**config.mk**
```make
export PLATFORM = sky130hd
export DESIGN_NAME = aga_top
export DESIGN_NICKNAME = d
export VERILOG_FILES = /design/src/rtl/aga_pkg.sv /design/src/rtl/aga_idx_file.sv /design/src/rtl/aga_scaler.sv /design/src/rtl/aga_align.sv /design/src/rtl/aga_top.sv
export SDC_FILE = /design/constraint.sdc
export NUM_CORES = 1
export LEC_CHECK = 0
export ABC_AREA = 1
export ABC_CLOCK_PERIOD_IN_PS = 9500
export BUFFER_PORTS_ARGS = -buffer_cell sky130_fd_sc_hd__buf_2
export CELL_PAD_IN_SITES_DETAIL_PLACEMENT = 0
export CELL_PAD_IN_SITES_GLOBAL_PLACEMENT = 1
export CORE_UTILIZATION = 46
export DETAILED_ROUTE_END_ITERATION = 16
export GPL_TIMING_DRIVEN = 0
export MAX_ROUTING_LAYER = met4
export PLACE_DENSITY_LB_ADDON = 0.15
export SLEW_MARGIN = 20
export SYNTH_ARGS = -nofsm -noshare
export SYNTH_HDL_FRONTEND = slang
export SYNTH_HIERARCHICAL = 1
export SYNTH_SLANG_ARGS = --single-unit
```
**constraint.sdc**
```tcl
create_clock -name clk -period 9.5 [get_ports clk]
set_clock_uncertainty 0.15 [all_clocks]
set_input_delay 1.425 -clock clk [delete_from_list [all_inputs] [get_ports clk]]
set_output_delay 1.425 -clock clk [all_outputs]
set_load 0.005 [all_outputs]
```
**src/rtl/aga_pkg.sv**
```systemverilog
package aga_pkg;

    // Operand size code; the numeric value is the log2 of the byte count.
    typedef enum logic [1:0] {
        OPSZ_BYTE  = 2'd0,
        OPSZ_HALF  = 2'd1,
        OPSZ_WORD  = 2'd2,
        OPSZ_DWORD = 2'd3
    } opsize_e;

    // Number of index-capable registers per block (numbers 1..7).
    localparam int unsigned XREG_N = 7;
    localparam int unsigned XSEL_W = 3;
    localparam int unsigned RNUM_W = 4;

    // Control portion of one address request.
    typedef struct packed {
        opsize_e            size;
        logic [XSEL_W-1:0]  xsel;
        logic               indir;
    } req_ctl_t;

    // Low-address-bit mask that must be zero for an aligned operand.
    function automatic logic [2:0] align_mask(input opsize_e sz);
        logic [2:0] m;
        unique case (sz)
            OPSZ_BYTE:  m = 3'b000;
            OPSZ_HALF:  m = 3'b001;
            OPSZ_WORD:  m = 3'b011;
            default:    m = 3'b111;
        endcase
        return m;
    endfunction

    // A register number names an index-capable register when it is 1..7.
    function automatic logic is_index_reg(input logic [RNUM_W-1:0] num);
        return (num[RNUM_W-1] == 1'b0) && (num[XSEL_W-1:0] != '0);
    endfunction

endpackage

```
**src/rtl/aga_idx_file.sv**
```systemverilog
module aga_idx_file
    import aga_pkg::*;
#(
    parameter int unsigned BLK_N = 4,
    parameter int unsigned IDX_W = 32,
    localparam int unsigned BLK_W = (BLK_N > 1) ? $clog2(BLK_N) : 1
) (
    input  logic                 clk,
    input  logic                 rst,
    input  logic                 wr_en,
    input  logic [BLK_W-1:0]     wr_blk,
    input  logic [RNUM_W-1:0]    wr_num,
    input  logic [IDX_W-1:0]     wr_data,
    input  logic [BLK_W-1:0]     rd_blk,
    input  logic [XSEL_W-1:0]    rd_sel,
    output logic [IDX_W-1:0]     rd_data
);

    logic [IDX_W-1:0] bank [BLK_N][XREG_N];
    logic             wr_ok;

    assign wr_ok = wr_en && is_index_reg(wr_num);

    for (genvar b = 0; b < BLK_N; b++) begin : g_blk
        for (genvar r = 0; r < XREG_N; r++) begin : g_reg
            logic hit;
            assign hit = wr_ok
                       && (wr_blk == BLK_W'(b))
                       && (wr_num[XSEL_W-1:0] == XSEL_W'(r + 1));
            always_ff @(posedge clk) begin
                if (rst) begin
                    bank[b][r] <= '0;
                end else if (hit) begin
                    bank[b][r] <= wr_data;
                end
            end
        end
    end

    // Read before write: a same-cycle write is seen from the next cycle on.
    always_comb begin
        rd_data = '0;
        for (int b = 0; b < BLK_N; b++) begin
            for (int r = 0; r < XREG_N; r++) begin
                if ((rd_blk == BLK_W'(b)) && (rd_sel == XSEL_W'(r + 1))) begin
                    rd_data = bank[b][r];
                end
            end
        end
    end

endmodule

```
**src/rtl/aga_scaler.sv**
```systemverilog
module aga_scaler
    import aga_pkg::*;
#(
    parameter int unsigned IDX_W  = 32,
    parameter int unsigned ADDR_W = 22
) (
    input  logic [IDX_W-1:0]  idx,
    input  opsize_e           size,
    output logic [ADDR_W-1:0] scaled
);

    localparam int unsigned WIDE_W = IDX_W + 3;

    logic [ADDR_W-1:0] cand [4];

    // One candidate per shift amount; the sum wraps, so truncation is modular.
    for (genvar s = 0; s < 4; s++) begin : g_shift
        logic [WIDE_W-1:0] wide;
        assign wide    = {3'b000, idx} << s;
        assign cand[s] = wide[ADDR_W-1:0];
    end

    always_comb begin
        unique case (size)
            OPSZ_BYTE:  scaled = cand[0];
            OPSZ_HALF:  scaled = cand[1];
            OPSZ_WORD:  scaled = cand[2];
            default:    scaled = cand[3];
        endcase
    end

endmodule

```
**src/rtl/aga_align.sv**
```systemverilog
module aga_align
    import aga_pkg::*;
#(
    parameter int unsigned ADDR_W = 22
) (
    input  logic [ADDR_W-1:0] addr,
    input  opsize_e           size,
    output logic              misaligned
);

    logic [2:0] low;

    assign low        = addr[2:0];
    assign misaligned = |(low & align_mask(size));

endmodule

```
**src/rtl/aga_top.sv**
```systemverilog
module aga_top
    import aga_pkg::*;
#(
    parameter int unsigned REF_W = 20,
    parameter int unsigned IDX_W = 32,
    parameter int unsigned BLK_N = 4,
    localparam int unsigned BLK_W  = (BLK_N > 1) ? $clog2(BLK_N) : 1,
    localparam int unsigned ADDR_W = REF_W + 2
) (
    input  logic              clk,
    input  logic              rst,
    input  logic              wr_en,
    input  logic [BLK_W-1:0]  wr_blk,
    input  logic [3:0]        wr_num,
    input  logic [IDX_W-1:0]  wr_data,
    input  logic              req_valid,
    input  logic [REF_W-1:0]  req_disp,
    input  logic [2:0]        req_xsel,
    input  logic [BLK_W-1:0]  req_blk,
    input  logic              req_indir,
    input  logic [REF_W-1:0]  req_iword,
    input  logic [1:0]        req_size,
    output logic              out_valid,
    output logic [ADDR_W-1:0] byte_addr,
    output logic              align_err
);

    req_ctl_t          ctl;
    logic [IDX_W-1:0]  xval;
    logic [REF_W-1:0]  ref_word;
    logic [ADDR_W-1:0] ref_byte;
    logic [ADDR_W-1:0] xscaled;
    logic [ADDR_W-1:0] sum;
    logic              mis;

    assign ctl.size  = opsize_e'(req_size);
    assign ctl.xsel  = req_xsel;
    assign ctl.indir = req_indir;

    aga_idx_file #(
        .BLK_N (BLK_N),
        .IDX_W (IDX_W)
    ) u_xf (
        .clk     (clk),
        .rst     (rst),
        .wr_en   (wr_en),
        .wr_blk  (wr_blk),
        .wr_num  (wr_num),
        .wr_data (wr_data),
        .rd_blk  (req_blk),
        .rd_sel  (ctl.xsel),
        .rd_data (xval)
    );

    // Indirection first, then the index is added (postindexing).
    assign ref_word = ctl.indir ? req_iword : req_disp;
    assign ref_byte = {ref_word, 2'b00};

    aga_scaler #(
        .IDX_W  (IDX_W),
        .ADDR_W (ADDR_W)
    ) u_sc (
        .idx    (xval),
        .size   (ctl.size),
        .scaled (xscaled)
    );

    assign sum = ref_byte + xscaled;

    aga_align #(
        .ADDR_W (ADDR_W)
    ) u_al (
        .addr       (sum),
        .size       (ctl.size),
        .misaligned (mis)
    );

    always_ff @(posedge clk) begin
        if (rst) begin
            out_valid <= 1'b0;
            byte_addr <= '0;
            align_err <= 1'b0;
        end else begin
            out_valid <= req_valid;
            if (req_valid) begin
                byte_addr <= sum;
                align_err <= mis;
            end else begin
                align_err <= 1'b0;
            end
        end
    end

endmodule

```
# --- After elaboration in Yosys (flattened, before gate mapping) ---
# Memories as Yosys holds them, arrays and structs flattened.
# Cells that the tools add are included.
op_classes:
  add_sub_neg: 1
  eq_ne: 22
  mux: 145
  n_bitwise: 31
  reduce_logical: 68
ops:
  columns: ["operator", "n"]
  rows:
  - ["32-bit two-way mux", 28]
  - ["22-bit two-way mux", 28]
  - ["1-bit two-way mux", 86]
  - ["22-bit one-hot mux with 3 select lines", 1]
  - ["1-bit logical AND", 62]
  - ["1-bit OR", 28]
  - ["3-bit equality test, second input constant", 8]
  - ["22-bit adder", 1]
  - ["20-bit two-way mux", 1]
  - ["3-bit by 2-bit equality test with 1-bit output, second input constant", 4]
  - ["2-bit equality test, second input constant", 5]
  - ["3-bit one-hot mux with 3 select lines", 1]
  - ["2-bit by 1-bit equality test with 1-bit output, second input constant", 3]
  - ["3-bit by 1-bit equality test with 1-bit output, second input constant", 2]
  - ["2-bit logical NOT", 3]
  - ["3-bit bitwise AND", 1]
  - ["3-bit nonzero test", 1]
  - ["3-bit OR reduction", 1]
  - ["1-bit inverter", 2]
  - ["2-bit OR reduction", 1]
word_totals:
  register_bits: 24
  ram_bits: 896
  inputBits: 90
  output_inout_bits: 24
  mem_count: 1
memory_table:
  columns: ["memory", "words", "width", "rd", "rd_ports_with_merged_regs", "write_ports", "line", "text"]
  rows:
  - ["u_xf.bank", 4, 224, 4, 0, 4, "aga_idx_file.sv:19", "logic [IDX_W-1:0] bank [BLK_N][XREG_N];"]

# --- Logic depth before layout (Yosys ltp) ---
depth:
  depth_word: 34
  depth_mapped: 37

# --- Modules after synthesis ---
# Netlist, hierarchy kept.
modules_own_cells:
  columns: ["mod", "instances", "cells_each", "area_each_um2", "seq_area_each_um2"]
  rows:
  - ["aga_idx_file", 1, 3826, 39047.4, 26905.8]
  - ["aga_top", 1, 377, 2393.5, 480.5]
  - ["aga_scaler", 1, 122, 696.9, 0.0]
  - ["aga_align", 1, 8, 30.0, 0.0]

# --- Worst setup path before layout ---
# No wires, ideal clock.
synth_timing:
  path_type: "input -> register"
  start: "input port req_xsel[0]"
  end: "register byte_addr[18]"
  setup_ps: 109
  t_arrival_ps: 4679
  required_ps: 9241
  path_slack_ps: 4562
  stages: 30
  path_buffers: 2
  cell_sequence: "buf_4 inv_2 nor2_1 nand2_1 nor2_2 inv_1 clkbuf_1 or2_2 nand2_1 nand4_1 nand2_1 nand4_1 nand2_1 nand3_1 nand2_1 nand3_1 nand3_1 nand3_1 ha_1 fa_1 nand2_1 nand3_1 nand3_1 nand2_2 nand3_1 nand2_1 nand2_1 nand3_1 nand2_1 inv_1"
synth_between:
  elab_chain_len: 32
synth_lines:
  columns: ["item", "line", "text"]
  rows:
  - ["from (decl)", "aga_top.sv:18", "input logic [2:0] req_xsel,"]
  - ["3-bit by 1-bit equality test with 1-bit output", "aga_idx_file.sv:45", "if ((rd_blk == BLK_W'(b)) && (rd_sel == XSEL_W'(r + 1))) begin"]
  - ["1-bit logical AND", "aga_idx_file.sv:45", null]
  - ["22-bit two-way mux (27 in series)", "aga_idx_file.sv:45", null]
  - ["22-bit two-way mux (*)", "aga_idx_file.sv:45", null]
  - ["via xval[0]", "aga_top.sv:29", "logic [IDX_W-1:0] xval;"]
  - ["22-bit one-hot mux with 3 select lines (*)", "aga_scaler.sv:24", "unique case (size)"]
  - ["via xscaled[2]", "aga_top.sv:32", "logic [ADDR_W-1:0] xscaled;"]
  - ["22-bit adder (*)", "aga_top.sv:68", "assign sum = ref_byte + xscaled;"]
  - ["to (signal assigned)", "aga_top.sv:86", "byte_addr <= sum;"]
  - ["to (decl)", "aga_top.sv:24", "output logic [ADDR_W-1:0] byte_addr,"]
# The timed path passes the listed nets; every way through them passes the cells marked *.
# A chain may end at the register's enable or synchronous reset.

# --- Final worst setup path ---
layout_timing:
  start: "input port req_blk[1]"
  end: "register byte_addr[18]"
layout_between:
  elab_chain_len: 32
layout_lines:
  columns: ["item", "line", "text"]
  rows:
  - ["from (decl)", "aga_top.sv:19", "input logic [BLK_W-1:0] req_blk,"]
  - ["2-bit logical NOT", "aga_idx_file.sv:45", null]
  - ["1-bit logical AND", "aga_idx_file.sv:45", null]
  - ["22-bit two-way mux (27 in series)", "aga_idx_file.sv:45", null]
  - ["22-bit two-way mux (*)", "aga_idx_file.sv:45", null]
  - ["via xval[2]", "aga_top.sv:29", null]
  - ["22-bit one-hot mux with 3 select lines (*)", "aga_scaler.sv:24", null]
  - ["via xscaled[2]", "aga_top.sv:32", null]
  - ["22-bit adder (*)", "aga_top.sv:68", null]
# Marked as above.

==> summary.txt <==
Outcome
  • Result of the run: complete, no violations

Worst setup path
  • Endpoint arrival time on the critical path: 6.68 ns
  • Cell type of the slowest stage on the worst timing path: fa_1
  • Worst path max stage delay: 0.49 ns
  • Top cell family by delay on the critical path: simple AND/OR/NAND/NOR gates
  • Most repeated library cell on the critical path: nand2_1
  • Critical path type: in2reg
  • Origin of the critical flop-to-flop path: u_xf/bank[0][162]$_SDFFCE_PN0P_
  • Largest fanout on the critical path: 8
  • Worst R2R End: byte_addr[18]$_SDFFE_PP0P_
  • Worst setup endpoint: byte_addr[18]$_SDFFE_PP0P_
  • Crit path buf inv count: 3
  • Launch point of the critical path: req_blk[1]
  • Crit path depth: 33
  • Launching element type of the critical path: input pin
  • Worst R2R Path Depth: 30
  • Setup crit end kind: flip-flop
  • Worst EP required: 9.85 ns
  • Internal reg-to-reg setup slack: 4.22 ns

Yosys
  • Yosys synthesis warning count: 6
  • Synthesized area divided by synthesized cell count: 9.399 µm²
  • Total nets after synthesis: 3,341
  • Post-synthesis cell count: 3,231
  • Syn Std Cell Area: 0.03037 mm²

Clock network
  • Hold buffers post-CTS: 0
  • Clk sink count: 640
  • Clock Root Buffer: clkbuf_16
  • Number of buffers inserted by post-CTS setup repair: 0
  • # H-tree levels: 3
  • TritonCTS Buffers: 71
  • Clk_lat worst skew: 0.62 ns
  • Clock Path Buffers: 3
  • Clock edge transition at the registers on the reported setup and hold paths: 0.05 ns
  • CTS tree: built
  • Total of cells resized after clock tree synthesis: 0

Die
  • Std-Cell Rows: 93
  • Total die area: 0.06704 mm²
  • Initial cell density of the core: 46.85%
  • Number of placed I/O pins: 114
  • Chip Height: 258.9 µm
  • Die outline width: 258.9 µm
  • Area of the core region: 0.06481 mm²

Placement
  • IO Port Bufs: 100
  • Final weighted congestion in routability-driven placement: 0.9013
  • Post-detailed-placement half-perimeter wirelength: 69.58 mm

Power and ir drop
  • Power density cells: 196.1 mW/mm²
  • Leakage power: 13.39 nW
  • IR drop worst, VDD: 0.0001291 V

Global route
  • Global routing usage on met1: 41.46%
  • Global Route met3 Usage: 4.794%
  • Tot GR Track Use: 29.65%
  • Most used routing layer in global routing: met2
  • Number of global-route vias before repair: 21,910
  • Maximum number of pins on one net before global-route repair: 23
  • Met2 track demand over resource in global routing: 45.22%
  • Global route total overflow: 0
  • Number of antenna violations at the first check in global routing: 2
  • First-pass GRT wire length: 140.1 mm

Cells and area
  • Most frequent cells in the layout: nor2_1, nand2_1, edfxtp_1
  • Final-stage net count: 3,514
  • Fillers: 5,924
  • Multi-input gate area in the final layout: 0.009540 mm²
  • Leading cell type in the layout, fill and taps excluded: nor2_1
  • Layout Area Growth over Synthesis: 12.66%
  • Total inserted antenna cells: 0
  • Sequential cell area: 0.01898 mm²
  • Share of post-route cells with drive strength above 1: 11.00%

STA
  • Final sum of negative setup slack: 0 ns
  • Hold slack final: 0.3178 ns
  • Time the final worst path needs with I/O delays and setup: 6.331 ns
  • Remaining max-slew budget at the tightest pin: 26.59%
  • Worst-margin pin slew: 1.101 ns
  • Setup repair after global routing missed its margin: false
  • Post-route clock period utilization: 66.64%
  • Final-report hold violation count: 0
  • Final Max Slew Viols: 0
  • Final-report setup violation count: 0
  • Maximum frequency from static timing analysis: 158.0 MHz

Route
  • Number of nets still failing antenna checks after routing: 0
  • Violation count after the first detailed-routing iteration: 2,778
  • Via total after detailed routing: 23,560
  • Wire per inst: 22.37 µm
  • DR vias/cell: 5.470
  • Number of search-and-repair iterations in the first detailed-routing pass: 6
  • Remaining DRCs: 0
  • Detailed Route WL: 96.35 mm

Min path
  • Source of the worst hold timing path: byte_addr[11]$_SDFFE_PP0P_
  • Worst hold path type: reg2reg

Job
  • Max Cap Viol: 0
[flip-flops by register name, summed over array words and instances, names as in the netlist]
name / cells
align_err: 1
byte_addr: 22
out_valid: 1
u_xf/bank: 616
[metrics by stage]
step / instance area [µm²] / std cells / power (mW) / setup WS (ns) / util, %
global route: 34210 / 4308 / 6.928 / 2.875 / 52.78
detailed placement: 31970 / 4186 / 4.086 / 2.594 / 49.33
floorplan: 30370 / 3231 / 3.773 / 4.632 / -
CTS: 34200 / 4308 / 6.745 / 3.239 / 52.76
finish: 34210 / 4308 / 6.709 / 3.169 / 52.78
global placement: 31940 / 4186 / 4.073 / 2.620 / 49.28
[worst min-delay path by stage]
stage,to,slack [ns],cells after the start
2_1_floorplan,byte_addr[11]$_SDFFE_PP0P_,0.31,2
3_3_place_gp,byte_addr[11]$_SDFFE_PP0P_,0.31,2
3_5_place_dp,byte_addr[11]$_SDFFE_PP0P_,0.31,2
4_1_cts,byte_addr[11]$_SDFFE_PP0P_,0.32,2
5_1_grt,byte_addr[11]$_SDFFE_PP0P_,0.33,2
6_report,byte_addr[11]$_SDFFE_PP0P_,0.32,2
[power by group]
part / leakage (nW) / switching [mW] / internal (mW)
Sequential: 6.06 / 0.0461 / 3.25
Clock: 1.09 / 1.12 / 1.56
Combinational: 6.25 / 0.548 / 0.195
[metal layers]
layer  vias up  wire, µm
met5         -         0
met4         0      2100
met3       124      8165
met2      1012     44260
met1     11470     41830
li1      10960         -
[final cells by class]
type,instances,share of cell area (%)
Sequential cell,640,55.47
Multi-Input combinational cell,2123,27.89
Clock buffer,84,5.398
Buffer,257,3.229
Tap cell,855,3.127
Inverter,211,2.315
Timing Repair Buffer,100,1.463
Clock inverter,38,1.108
[worst min-delay path: stages (launching register included)]
cell and delay (ns):
dfxtp_1 0.31, nand3_1 0.07, nand2_1 0.05
Note: power is estimated with default switching activity, not from simulation.
